File: config.mk
export PLATFORM = sky130hd
export DESIGN_NAME = poll_status_responder
export DESIGN_NICKNAME = d
export VERILOG_FILES = /design/src/rtl/poll_pkg.sv /design/src/rtl/poll_strobe_edge.sv /design/src/rtl/poll_toggle.sv /design/src/rtl/poll_data_mux.sv /design/src/rtl/poll_status_responder.sv
export SDC_FILE = /design/constraint.sdc
export NUM_CORES = 1
export LEC_CHECK = 0
export BUFFER_PORTS_ARGS = -buffer_cell sky130_fd_sc_hd__buf_2
export CORE_AREA = 4 4 41 43
export CTS_BUF_LIST = sky130_fd_sc_hd__clkbuf_4
export CTS_CLUSTER_SIZE = 14
export DETAILED_ROUTE_END_ITERATION = 8
export DIE_AREA = 0 0 45 47
export GPL_ROUTABILITY_DRIVEN = 1
export SYNTH_ARGS = -nofsm -noshare
export SYNTH_HDL_FRONTEND = slang
export SYNTH_SLANG_ARGS = --single-unit
File: constraint.sdc
create_clock -name clk -period 1.1 [get_ports clk]
set_input_delay 0.22 -clock clk [delete_from_list [all_inputs] [get_ports clk]]
set_output_delay 0.22 -clock clk [all_outputs]
set_load 0.02 [all_outputs]
File: src/rtl/poll_pkg.sv
package poll_pkg;

    typedef enum logic [0:0] {
        ST_IDLE = 1'b0,
        ST_BUSY = 1'b1
    } poll_state_e;

    localparam int DATA_W_DEF     = 8;
    localparam int POLL_BIT_DEF   = 7;
    localparam int TOGGLE_BIT_DEF = 6;

endpackage

File: src/rtl/poll_strobe_edge.sv
module poll_strobe_edge (
    input  logic clk,
    input  logic rst_n,
    input  logic strobe,
    output logic rise
);

    logic strobe_q;

    always_ff @(posedge clk or negedge rst_n) begin
        if (!rst_n) begin
            strobe_q <= 1'b0;
        end else begin
            strobe_q <= strobe;
        end
    end

    assign rise = strobe & ~strobe_q;

    // a single read produces exactly one edge
    assert_single_edge_R4: assert property (@(posedge clk) disable iff (!rst_n)
        rise |=> !rise);

endmodule

File: src/rtl/poll_toggle.sv
module poll_toggle (
    input  logic clk,
    input  logic rst_n,
    input  logic advance,
    output logic tog
);

    logic tog_q;

    always_ff @(posedge clk or negedge rst_n) begin
        if (!rst_n) begin
            tog_q <= 1'b0;
        end else if (advance) begin
            tog_q <= ~tog_q;
        end
    end

    assign tog = tog_q;

    assert_toggle_flips_R4: assert property (@(posedge clk) disable iff (!rst_n)
        advance |=> (tog_q != $past(tog_q)));

    assert_toggle_holds_R5: assert property (@(posedge clk) disable iff (!rst_n)
        !advance |=> $stable(tog_q));

endmodule

File: src/rtl/poll_data_mux.sv
module poll_data_mux #(
    parameter int DATA_W     = 8,
    parameter int POLL_BIT   = 7,
    parameter int TOGGLE_BIT = 6
) (
    input  poll_pkg::poll_state_e state,
    input  logic                  tog,
    input  logic [DATA_W-1:0]     last_data,
    input  logic [DATA_W-1:0]     array_data,
    output logic [DATA_W-1:0]     rd_data
);

    logic [DATA_W-1:0] status_byte;

    for (genvar i = 0; i < DATA_W; i++) begin : g_status
        if (i == POLL_BIT) begin : g_poll
            assign status_byte[i] = ~last_data[i];
        end else if (i == TOGGLE_BIT) begin : g_tog
            assign status_byte[i] = tog;
        end else begin : g_fill
            assign status_byte[i] = last_data[i];
        end
    end

    always_comb begin
        unique case (state)
            poll_pkg::ST_IDLE: rd_data = array_data;
            poll_pkg::ST_BUSY: rd_data = status_byte;
            default:           rd_data = array_data;
        endcase
    end

endmodule

File: src/rtl/poll_status_responder.sv
module poll_status_responder #(
    parameter int DATA_W     = poll_pkg::DATA_W_DEF,
    parameter int POLL_BIT   = poll_pkg::POLL_BIT_DEF,
    parameter int TOGGLE_BIT = poll_pkg::TOGGLE_BIT_DEF
) (
    input  logic              clk,
    input  logic              rst_n,
    input  logic              busy,
    input  logic              rd_strobe,
    input  logic [DATA_W-1:0] last_data,
    input  logic [DATA_W-1:0] array_data,
    output logic [DATA_W-1:0] rd_data
);
    import poll_pkg::*;

    localparam int FILL_HI = TOGGLE_BIT - 1;

    poll_state_e state_q, state_d;
    logic        rd_rise;
    logic        tog_adv;
    logic        tog;

    // next-state logic: START and DONE transitions
    always_comb begin
        state_d = state_q;
        unique case (state_q)
            ST_IDLE: if (busy)  state_d = ST_BUSY;   // START
            ST_BUSY: if (!busy) state_d = ST_IDLE;   // DONE
            default:            state_d = ST_IDLE;
        endcase
    end

    // state register
    always_ff @(posedge clk or negedge rst_n) begin
        if (!rst_n) begin
            state_q <= ST_IDLE;
        end else begin
            state_q <= state_d;
        end
    end

    poll_strobe_edge u_edge (
        .clk    (clk),
        .rst_n  (rst_n),
        .strobe (rd_strobe),
        .rise   (rd_rise)
    );

    assign tog_adv = rd_rise && (state_q == ST_BUSY);

    poll_toggle u_toggle (
        .clk     (clk),
        .rst_n   (rst_n),
        .advance (tog_adv),
        .tog     (tog)
    );

    // output process
    poll_data_mux #(
        .DATA_W     (DATA_W),
        .POLL_BIT   (POLL_BIT),
        .TOGGLE_BIT (TOGGLE_BIT)
    ) u_mux (
        .state      (state_q),
        .tog        (tog),
        .last_data  (last_data),
        .array_data (array_data),
        .rd_data    (rd_data)
    );

    assert_start_taken_R3: assert property (@(posedge clk) disable iff (!rst_n)
        busy |=> (state_q == ST_BUSY));

    assert_done_taken_R7: assert property (@(posedge clk) disable iff (!rst_n)
        !busy |=> (state_q == ST_IDLE));

    assert_poll_inverted_R3: assert property (@(posedge clk) disable iff (!rst_n)
        (state_q == ST_BUSY) |-> (rd_data[POLL_BIT] != last_data[POLL_BIT]));

    assert_fill_bits_R6: assert property (@(posedge clk) disable iff (!rst_n)
        (state_q == ST_BUSY) |-> (rd_data[FILL_HI:0] == last_data[FILL_HI:0]));

    assert_idle_pass_R2: assert property (@(posedge clk) disable iff (!rst_n)
        (!busy && $past(!busy)) |-> (rd_data == array_data));

endmodule

==> results.md, run 1 <==
- CTS tree: yes
- Comb pwr share: 39.1%
- Final setup viols: 8
- Failing checks: negative setup slack
- Clock Skew: 0.00991 ns
- Sw Pwr: 174 uW
- Grt total ovfl: 0
- Clock Latency Late Sink: 0.24 ns
- Commonest non-fill, non-tap cells in the layout: buf_2, mux2_4, buf_6
- Synth Net Count: 35
- CTS sink count: 3
- Cell taking the most area after synthesis: mux2_4
- Via count: 235
- Die area: 2120 um2
- Synth Register Bits: 3
- Fin. max-slew vios: 0
- Total CTS buffers: 3
- Slowest CP cell: dfrtp_1
- CP Max Fanout: 9
- Final Hold Fails: 0
- Average routed wire per standard cell: 12.1 um
- CP endpoint kind: primary output
- Initial DRT Pass Iterations: 1
- Status: finished, violations left
- Max rail drop VDD: 0.759 mV
- Fillers: 141
- Initial core utilization: 17.0%
- Synthesized area: 221 um2
- Iter 0 DRT Violations: 0
- Pwr dens: 1310 nW/um2
- Post-Place Setup Slack: -0.100 ns
- GR Util met2: 9.89%
- Via/cell ratio: 3.85
- Nets: 67
- Synth top area share: 47.5%
- H-tree depth: 1
- Gp weighted congestion: 0.655
- Worst slew margin: 91.2%
- Internal: 440 uW
- Share of layout cells above drive strength 1: 84.8%
- Synth cell types: 7
- Ranking of synthesized cells by area: mux2_4, dfrtp_1, buf_6
- Final Non-Filler Cells: 61
- MaxCap Viol Count: 0
- CP startpoint kind: flop
- Switching Share: 28.3%
- IO Pins: 28
- Flop pwr share: 24.7%
- Clock Power Share: 36.1%
- Commonest non-fill, non-tap cell in the layout: buf_2
- Required time worst endpoint: 0.88 ns
- Syn Inst Count: 15
- Die Y: 47 um
- Initial antenna violation count: 0
- Worst-path clk slew: 0.04 ns
- Crit path DAT: 1.22 ns
- Num rows: 13
- Final WL: 741 um
- Final Cycle Share: 131%
- Largest net degree at the start of global routing: 10
- Global Route met1 Usage: 9.38%
- Sequential area share after synthesis: 33.9%
- Min Tclk post-route: 1.44 ns
- Port Buf Inserts: 26
- Final setup margin: -0.337 ns
- Synth-to-layout area growth: 112%
- Avg Cell Area, Syn: 14.8 um2
- GR peak layer: met2
- CTS Buffer Depth: 2
- Tot GR Track Use: 8.23%
- Crit path kind: flop to primary output
- Vias in the first global route: 271
- HPWL Detailed: 626 um
- Die width: 45 um
- RSZ-0062 raised after global routing: yes
- Core area: 1300 um2
- GR Util met3: 6.13%
- Clock Tree Root: clkbuf_4
- Upper clock frequency limit: 696 MHz
- HP Class: primary input to flop
- Slew @ Worst Pin: 0.130 ns
- P_leak: 0.256 nW
- Setup slack, reg-to-reg: 0.22 ns
- Yosys warns: 0
- Post-route ant nets: 0
- # DRC: 0
- Worst path cell trace: buf_12 -> mux2_4 -> buf_6
- Placed Cells: 56
- Global-route wire length before repair: 1.15 mm
- Max stage delay on crit path: 0.39 ns
- ANT cells: 0
## cells in the mapped netlist
cell / number
mux2_4: 7
mux2i_1: 1
buf_6: 1
xnor2_1: 1
nand3b_1: 1
inv_1: 1
dfrtp_1: 3
## power groups by stage
stage / Sequential, mW / Clock [mW] / Combinational [mW]
2_1_floorplan: 0.147 / 0 / 0.124
3_3_place_gp: 0.155 / 0 / 0.195
3_5_place_dp: 0.154 / 0 / 0.197
4_1_cts: 0.153 / 0.233 / 0.228
5_1_grt: 0.154 / 0.245 / 0.254
6_report: 0.152 / 0.222 / 0.240
## timing repair
item	CTS	global route
resized for setup	13	2
hold endpoints to repair	3	0
buffers inserted	0	0
hold buffers	1	0
endpoints found under the setup margin	8	8
## state kept, by name (all words and copies together), names as in the netlist
| register | count |
|---|---|
| state_q | 1 |
| u_edge.strobe_q | 1 |
| u_toggle.tog | 1 |
## per-stage QoR
step                      power, mW  TNS (ns)  area, um2  utilization [%]  hold slack [ns]
final                         0.614     -2.56        469             36.1            0.105
after global routing          0.653     -2.91        469             36.1           0.0946
after CTS                     0.613     -2.71        463             35.6           0.0988
after detailed placement      0.351    -0.671        383             29.4           0.0177
after global placement        0.350    -0.654        383             29.4           0.0187
after floorplan               0.270         0        225                -          -0.0756
## path summary, 6_finish.rpt
path / startpoint / to / cells past startpoint
setup / recovery: state_q / rd_data[5] / 3
hold / removal: busy / state_q / 1
setup reg to reg: state_q / u_toggle.tog / 3
hold reg to reg: u_toggle.tog / u_toggle.tog / 1
max in group asynchronous: rst_n / u_toggle.tog / 2
min in group asynchronous: rst_n / state_q / 2
## cells by family (layout without fill, tap and decap cells)
family,after synthesis,in the layout,share of synthesized area (%)
buffers and inverters,2,33,6.78
xor gates and xnor gates,1,1,3.96
and+or+nand+nor,1,1,3.39
DFF,3,3,33.9
muxes,8,8,52.0
## layer usage
| layer | wire length [um] | share of wire (%) |
|---|---|---|
| met5 | 0 | 0 |
| met4 | 0 | 0 |
| met3 | 173 | 23 |
| met2 | 252 | 34 |
| met1 | 315 | 43 |
## layout make-up
| type | count | area [um2] | share of cell area (%) |
|---|---|---|---|
| Inverter | 1 | 3.75 | 0.800 |
| Timing Repair Buffer | 28 | 206 | 44.0 |
| Multi-Input combinational cell | 10 | 135 | 28.8 |
| Sequential cell | 3 | 75.1 | 16.0 |
| Tap cell | 15 | 18.8 | 4.00 |
| Clock buffer | 4 | 30.0 | 6.40 |
## worst max-delay path: cells and delay by family (launching register included)
family,cells,cell delay (ns)
buf+inv,2,0.28
flops,1,0.39
mux,1,0.30
Note: power is estimated with default switching activity, not from simulation.
==> run 2, diff against run 1 <==
==> constraint.sdc (replaced) <==
create_clock -name clk -period 1.1 [get_ports clk]
set_input_delay 0.055 -clock clk [delete_from_list [all_inputs] [get_ports clk]]
set_output_delay 0.055 -clock clk [all_outputs]
set_load 0.02 [all_outputs]
==> results.md, run 2 (same netlist as run 1, synthesis figures left out) <==
- Fillers: 134
- Clock Skew: 0.00256 ns
- Min Tclk post-route: 1.25 ns
- Max rail drop VDD: 0.598 mV
- Worst path cell trace: buf_4 -> mux2_4 -> buf_6
- Fin area: 484 um2
- Final Non-Filler Cells: 64
- Die Y: 47 um
- Max stage delay on crit path: 0.38 ns
- ANT cells: 0
- Pwr dens: 1250 nW/um2
- Crit path to: rd_data[6]
- # DRC: 0
- Die area: 2120 um2
- Vias in the first global route: 274
- Crit path DAT: 1.20 ns
- Core area: 1300 um2
- Synth-to-layout area growth: 119%
- Iter 0 DRT Violations: 1
- Share of layout cells above drive strength 1: 79.6%
- Setup slack, reg-to-reg: 0.25 ns
- Final setup viols: 8
- Required time worst endpoint: 1.04 ns
- CP endpoint kind: primary output
- CTS tree: yes
- Worst r2r path cells: 3
- Failing checks: negative setup slack
- CP startpoint kind: flop
- RSZ-0062 raised after global routing: yes
- Via count: 245
- Gp weighted congestion: 0.708
- Post-Place Setup Slack: 0.0659 ns
- Largest net degree at the start of global routing: 7
- RR Startpoint: state_q
- CP Max Fanout: 3
- Fin. max-slew vios: 0
- P_leak: 0.267 nW
- Num rows: 13
- Slew @ Worst Pin: 0.121 ns
- Initial antenna violation count: 0
- Total CTS buffers: 3
- Final Hold Fails: 0
- CTS sink count: 3
- Die width: 45 um
- HP Class: primary input to async pin
- Post-CTS Setup Repair Bufs: 0
- WP depth: 3
- Status: finished, violations left
- R2r endpoint: u_toggle.tog
- Tot GR Track Use: 8.71%
- Crit path max-delay family: flip-flops
- Commonest non-fill, non-tap cells in the layout: buf_2, buf_6, mux2_4
- Initial DRT Pass Iterations: 2
- Final Cycle Share: 114%
- MaxCap Viol Count: 0
- Initial core utilization: 17.0%
- Crit path buf inv count: 2
- Global-route wire length before repair: 1.14 mm
- Final WL: 740 um
- Crit path from: state_q
- Slowest CP cell: dfrtp_1
- Post-route ant nets: 0
- Average routed wire per standard cell: 11.6 um
- Commonest non-fill, non-tap cell in the layout: buf_2
- Grt total ovfl: 0
- Clock Latency Late Sink: 0.23 ns
- Via/cell ratio: 3.83
- Clock Tree Root: clkbuf_4
- Worst-path clk slew: 0.04 ns
- Port Buf Inserts: 26
- Worst slew margin: 91.7%
- Nets: 70
- IO Pins: 28
- Upper clock frequency limit: 799 MHz
- Crit path kind: flop to primary output
- CTS Buffer Depth: 2
- Final setup margin: -0.151 ns
- Placed Area: 374 um2
- H-tree depth: 1
- Placed Cells: 57
## run 2: changes by cell type in the layout (fill, tap and decap cells not counted), sizes merged
cell	change
dlygate4sd3	+2
buf	+1
## run 2: worst min-delay path by stage
stage | from | to | slack, ns | cells past startpoint
6_report | rst_n | u_toggle.tog | 0.15 | 2
5_1_grt | rst_n | u_toggle.tog | 0.15 | 2
4_1_cts | rst_n | state_q | 0.13 | 2
3_5_place_dp | rst_n | u_edge.strobe_q | -0.15 | 1
3_3_place_gp | rst_n | u_edge.strobe_q | -0.15 | 1
2_1_floorplan | rst_n | state_q | -0.24 | 0
## run 2: worst reg2reg max path: stages (launching register included)
cell and delay, ns:
dfrtp_1 0.36, buf_4 0.14, nand3b_1 0.10, xnor2_1 0.14
## run 2: what timing repair did
action	in CTS	in global routing
resized for setup	16	0
hold endpoints to repair	5	0
hold buffers	3	0
endpoints found under the setup margin	8	8
## run 2: area by class of cell
class	instances	area (um2)	share of cell area, %
clock buffer	4	30.0	6.20
multi-input combinational	10	131	27.1
inverter	1	3.75	0.775
tap	15	18.8	3.88
timing repair buffer	31	225	46.5
sequential	3	75.1	15.5
## run 2: stage by stage
step           hold WS, ns  utilization (%)  total power [mW]  TNS [ns]
2_1_floorplan       -0.241                -             0.268         0
6_report             0.148             37.2             0.603     -1.04
3_5_place_dp        -0.148             28.7             0.339         0
5_1_grt              0.151             37.2             0.654     -1.46
4_1_cts              0.125             37.2             0.622     -1.10
3_3_place_gp        -0.146             28.7             0.339         0
## run 2: power by group
| group | switching [mW] | total [mW] | internal [mW] |
|---|---|---|---|
| Combinational | 0.0917 | 0.239 | 0.147 |
| Sequential | 0.0153 | 0.149 | 0.134 |
| Clock | 0.0551 | 0.215 | 0.160 |
## run 2: routing by layer
metal | GRT usage, % | wire length [um]
met3 | 11.1 | 241
met2 | 10.2 | 249
met5 | 0 | 0
met4 | 8.77 | 10
met1 | 6.86 | 238
==> run 3, diff against run 2 <==
--- a/config.mk
+++ b/config.mk
@@ -12,6 +12,7 @@
 export DETAILED_ROUTE_END_ITERATION = 8
 export DIE_AREA = 0 0 45 47
 export GPL_ROUTABILITY_DRIVEN = 1
+export SLEW_MARGIN = 20
 export SYNTH_ARGS = -nofsm -noshare
 export SYNTH_HDL_FRONTEND = slang
 export SYNTH_SLANG_ARGS = --single-unit
==> constraint.sdc (replaced) <==
create_clock -name clk -period 1.15 [get_ports clk]
set_input_delay 0.0575 -clock clk [delete_from_list [all_inputs] [get_ports clk]]
set_output_delay 0.0575 -clock clk [all_outputs]
set_load 0.02 [all_outputs]
==> results.md, run 3 (same netlist as run 1, synthesis figures left out) <==
- Fin area: 488 um2
- Vias in the first global route: 286
- Synth-to-layout area growth: 120%
- Final Hold Fails: 0
- HP Class: primary input to async pin
- Via count: 251
- Worst path most repeated cell: buf_6
- Crit path buf inv count: 2
- Worst-path clk slew: 0.04 ns
- HPWL Detailed: 640 um
- Iter 0 DRT Violations: 2
- Clock Skew: 0.00215 ns
- CP startpoint kind: flop
- Setup TNS: -0.731 ns
- GR Util met3: 5.75%
- Switching Share: 27.2%
- IO Pins: 28
- Worst Hold Margin: 0.164 ns
- Clock Latency Late Sink: 0.23 ns
- Post-Place Setup Slack: 0.104 ns
- CTS sink count: 3
- Average routed wire per standard cell: 12.3 um
- Num rows: 13
- Worst slew margin: 90.9%
- CTS Buffer Depth: 2
- Clock Power Share: 35.7%
- Upper clock frequency limit: 794 MHz
- Internal: 423 uW
- Gp weighted congestion: 0.708
- Placed Area: 374 um2
- Comb pwr share: 39.6%
- Failing checks: negative setup slack
- Grt total ovfl: 0
- Crit path kind: flop to primary output
- Tot GR Track Use: 8.47%
- Fillers: 129
- Min Tclk post-route: 1.26 ns
- RSZ-0062 raised after global routing: yes
- Final setup viols: 7
- Initial core utilization: 17.0%
- # DRC: 0
- Clock Tree Root: clkbuf_4
- ANT cells: 0
- Final WL: 788 um
- CP endpoint kind: primary output
- Pwr dens: 1190 nW/um2
- CP Max Fanout: 6
- Worst path cell trace: buf_6 -> mux2_4 -> buf_6
- Total CTS buffers: 3
- Final setup margin: -0.110 ns
- Max rail drop VDD: 0.768 mV
- Slowest CP cell: dfrtp_1
- Port Buf Inserts: 26
- Max stage delay on crit path: 0.39 ns
- Via/cell ratio: 3.92
- Die area: 2120 um2
- Sw Pwr: 158 uW
- Nets: 70
- Flop pwr share: 24.6%
- Die width: 45 um
- Largest net degree at the start of global routing: 7
- Status: finished, violations left
- Fin. max-slew vios: 0
- Die Y: 47 um
- Required time worst endpoint: 1.09 ns
- Commonest non-fill, non-tap cell in the layout: buf_2
- Global-route wire length before repair: 1.19 mm
- Slew @ Worst Pin: 0.132 ns
- GR peak layer: met2
- MaxCap Viol Count: 0
- Share of layout cells above drive strength 1: 79.6%
- GR Util met2: 12.7%
- Initial DRT Pass Iterations: 2
- Commonest non-fill, non-tap cells in the layout: buf_2, buf_6, mux2_4
- Crit path DAT: 1.20 ns
- Final Cycle Share: 110%
- H-tree depth: 1
- Global Route met1 Usage: 7.32%
- Initial antenna violation count: 0
- P_leak: 0.269 nW
- Crit path max-delay family: flip-flops
- CTS tree: yes
- Core area: 1300 um2
- Post-route ant nets: 0
## run 3: cell counts in the layout (fill, tap and decap cells not counted)
Identical to the previous run, type by type.
## run 3: per-layer routing
layer	wire length [um]	vias up
met2	316	27
met4	0	0
met3	236	0
met5	0	-
met1	234	105
li1	-	119
## run 3: worst reg2reg max path, cell delays in order, from the launching register on
cell      delay (ns)
dfrtp_1         0.37
buf_6           0.12
nand3b_1        0.09
xnor2_1         0.14
## run 3: layout make-up
type / count / area (um2) / share of cell area, %
clock buffers: 4 / 30.0 / 6.15
inverters: 1 / 3.75 / 0.769
multi-input cells: 10 / 131 / 26.9
flip-flops and latches: 3 / 75.1 / 15.4
well taps: 15 / 18.8 / 3.85
repair buffers: 31 / 229 / 46.9
## run 3: power groups by stage
| stage | Sequential, mW | Clock (mW) | Combinational (mW) |
|---|---|---|---|
| 5_1_grt | 0.146 | 0.225 | 0.247 |
| 2_1_floorplan | 0.140 | 0 | 0.116 |
| 4_1_cts | 0.143 | 0.222 | 0.231 |
| 3_5_place_dp | 0.144 | 0 | 0.181 |
| 6_report | 0.143 | 0.208 | 0.230 |
| 3_3_place_gp | 0.144 | 0 | 0.180 |
## run 3: worst paths after layout
check | depth (start not counted) | slack [ns] | to | from
max | 3 | -0.11 | rd_data[1] | state_q
max in group asynchronous | 2 | 0.88 | state_q | rst_n
min | 2 | 0.16 | u_edge.strobe_q | rst_n
min reg2reg | 1 | 0.48 | u_toggle.tog | u_toggle.tog
min in group clk | 3 | 0.41 | rd_data[7] | last_data[7]
max reg2reg | 3 | 0.31 | u_toggle.tog | state_q
## run 3: what timing repair did
action / in CTS / in global routing
hold endpoints to repair: 5 / 0
buffers inserted: 0 / 0
hold buffers: 3 / 0
resized for setup: 16 / 1
gates cloned: 0 / 0
endpoints found under the setup margin: 7 / 8
## run 3: through the flow
step | utilization, % | std cells | power [mW]
global placement | 28.7 | 57 | 0.324
floorplan | - | 15 | 0.256
detailed placement | 28.7 | 57 | 0.324
finish | 37.5 | 64 | 0.581
CTS | 37.3 | 64 | 0.596
global route | 37.5 | 64 | 0.618
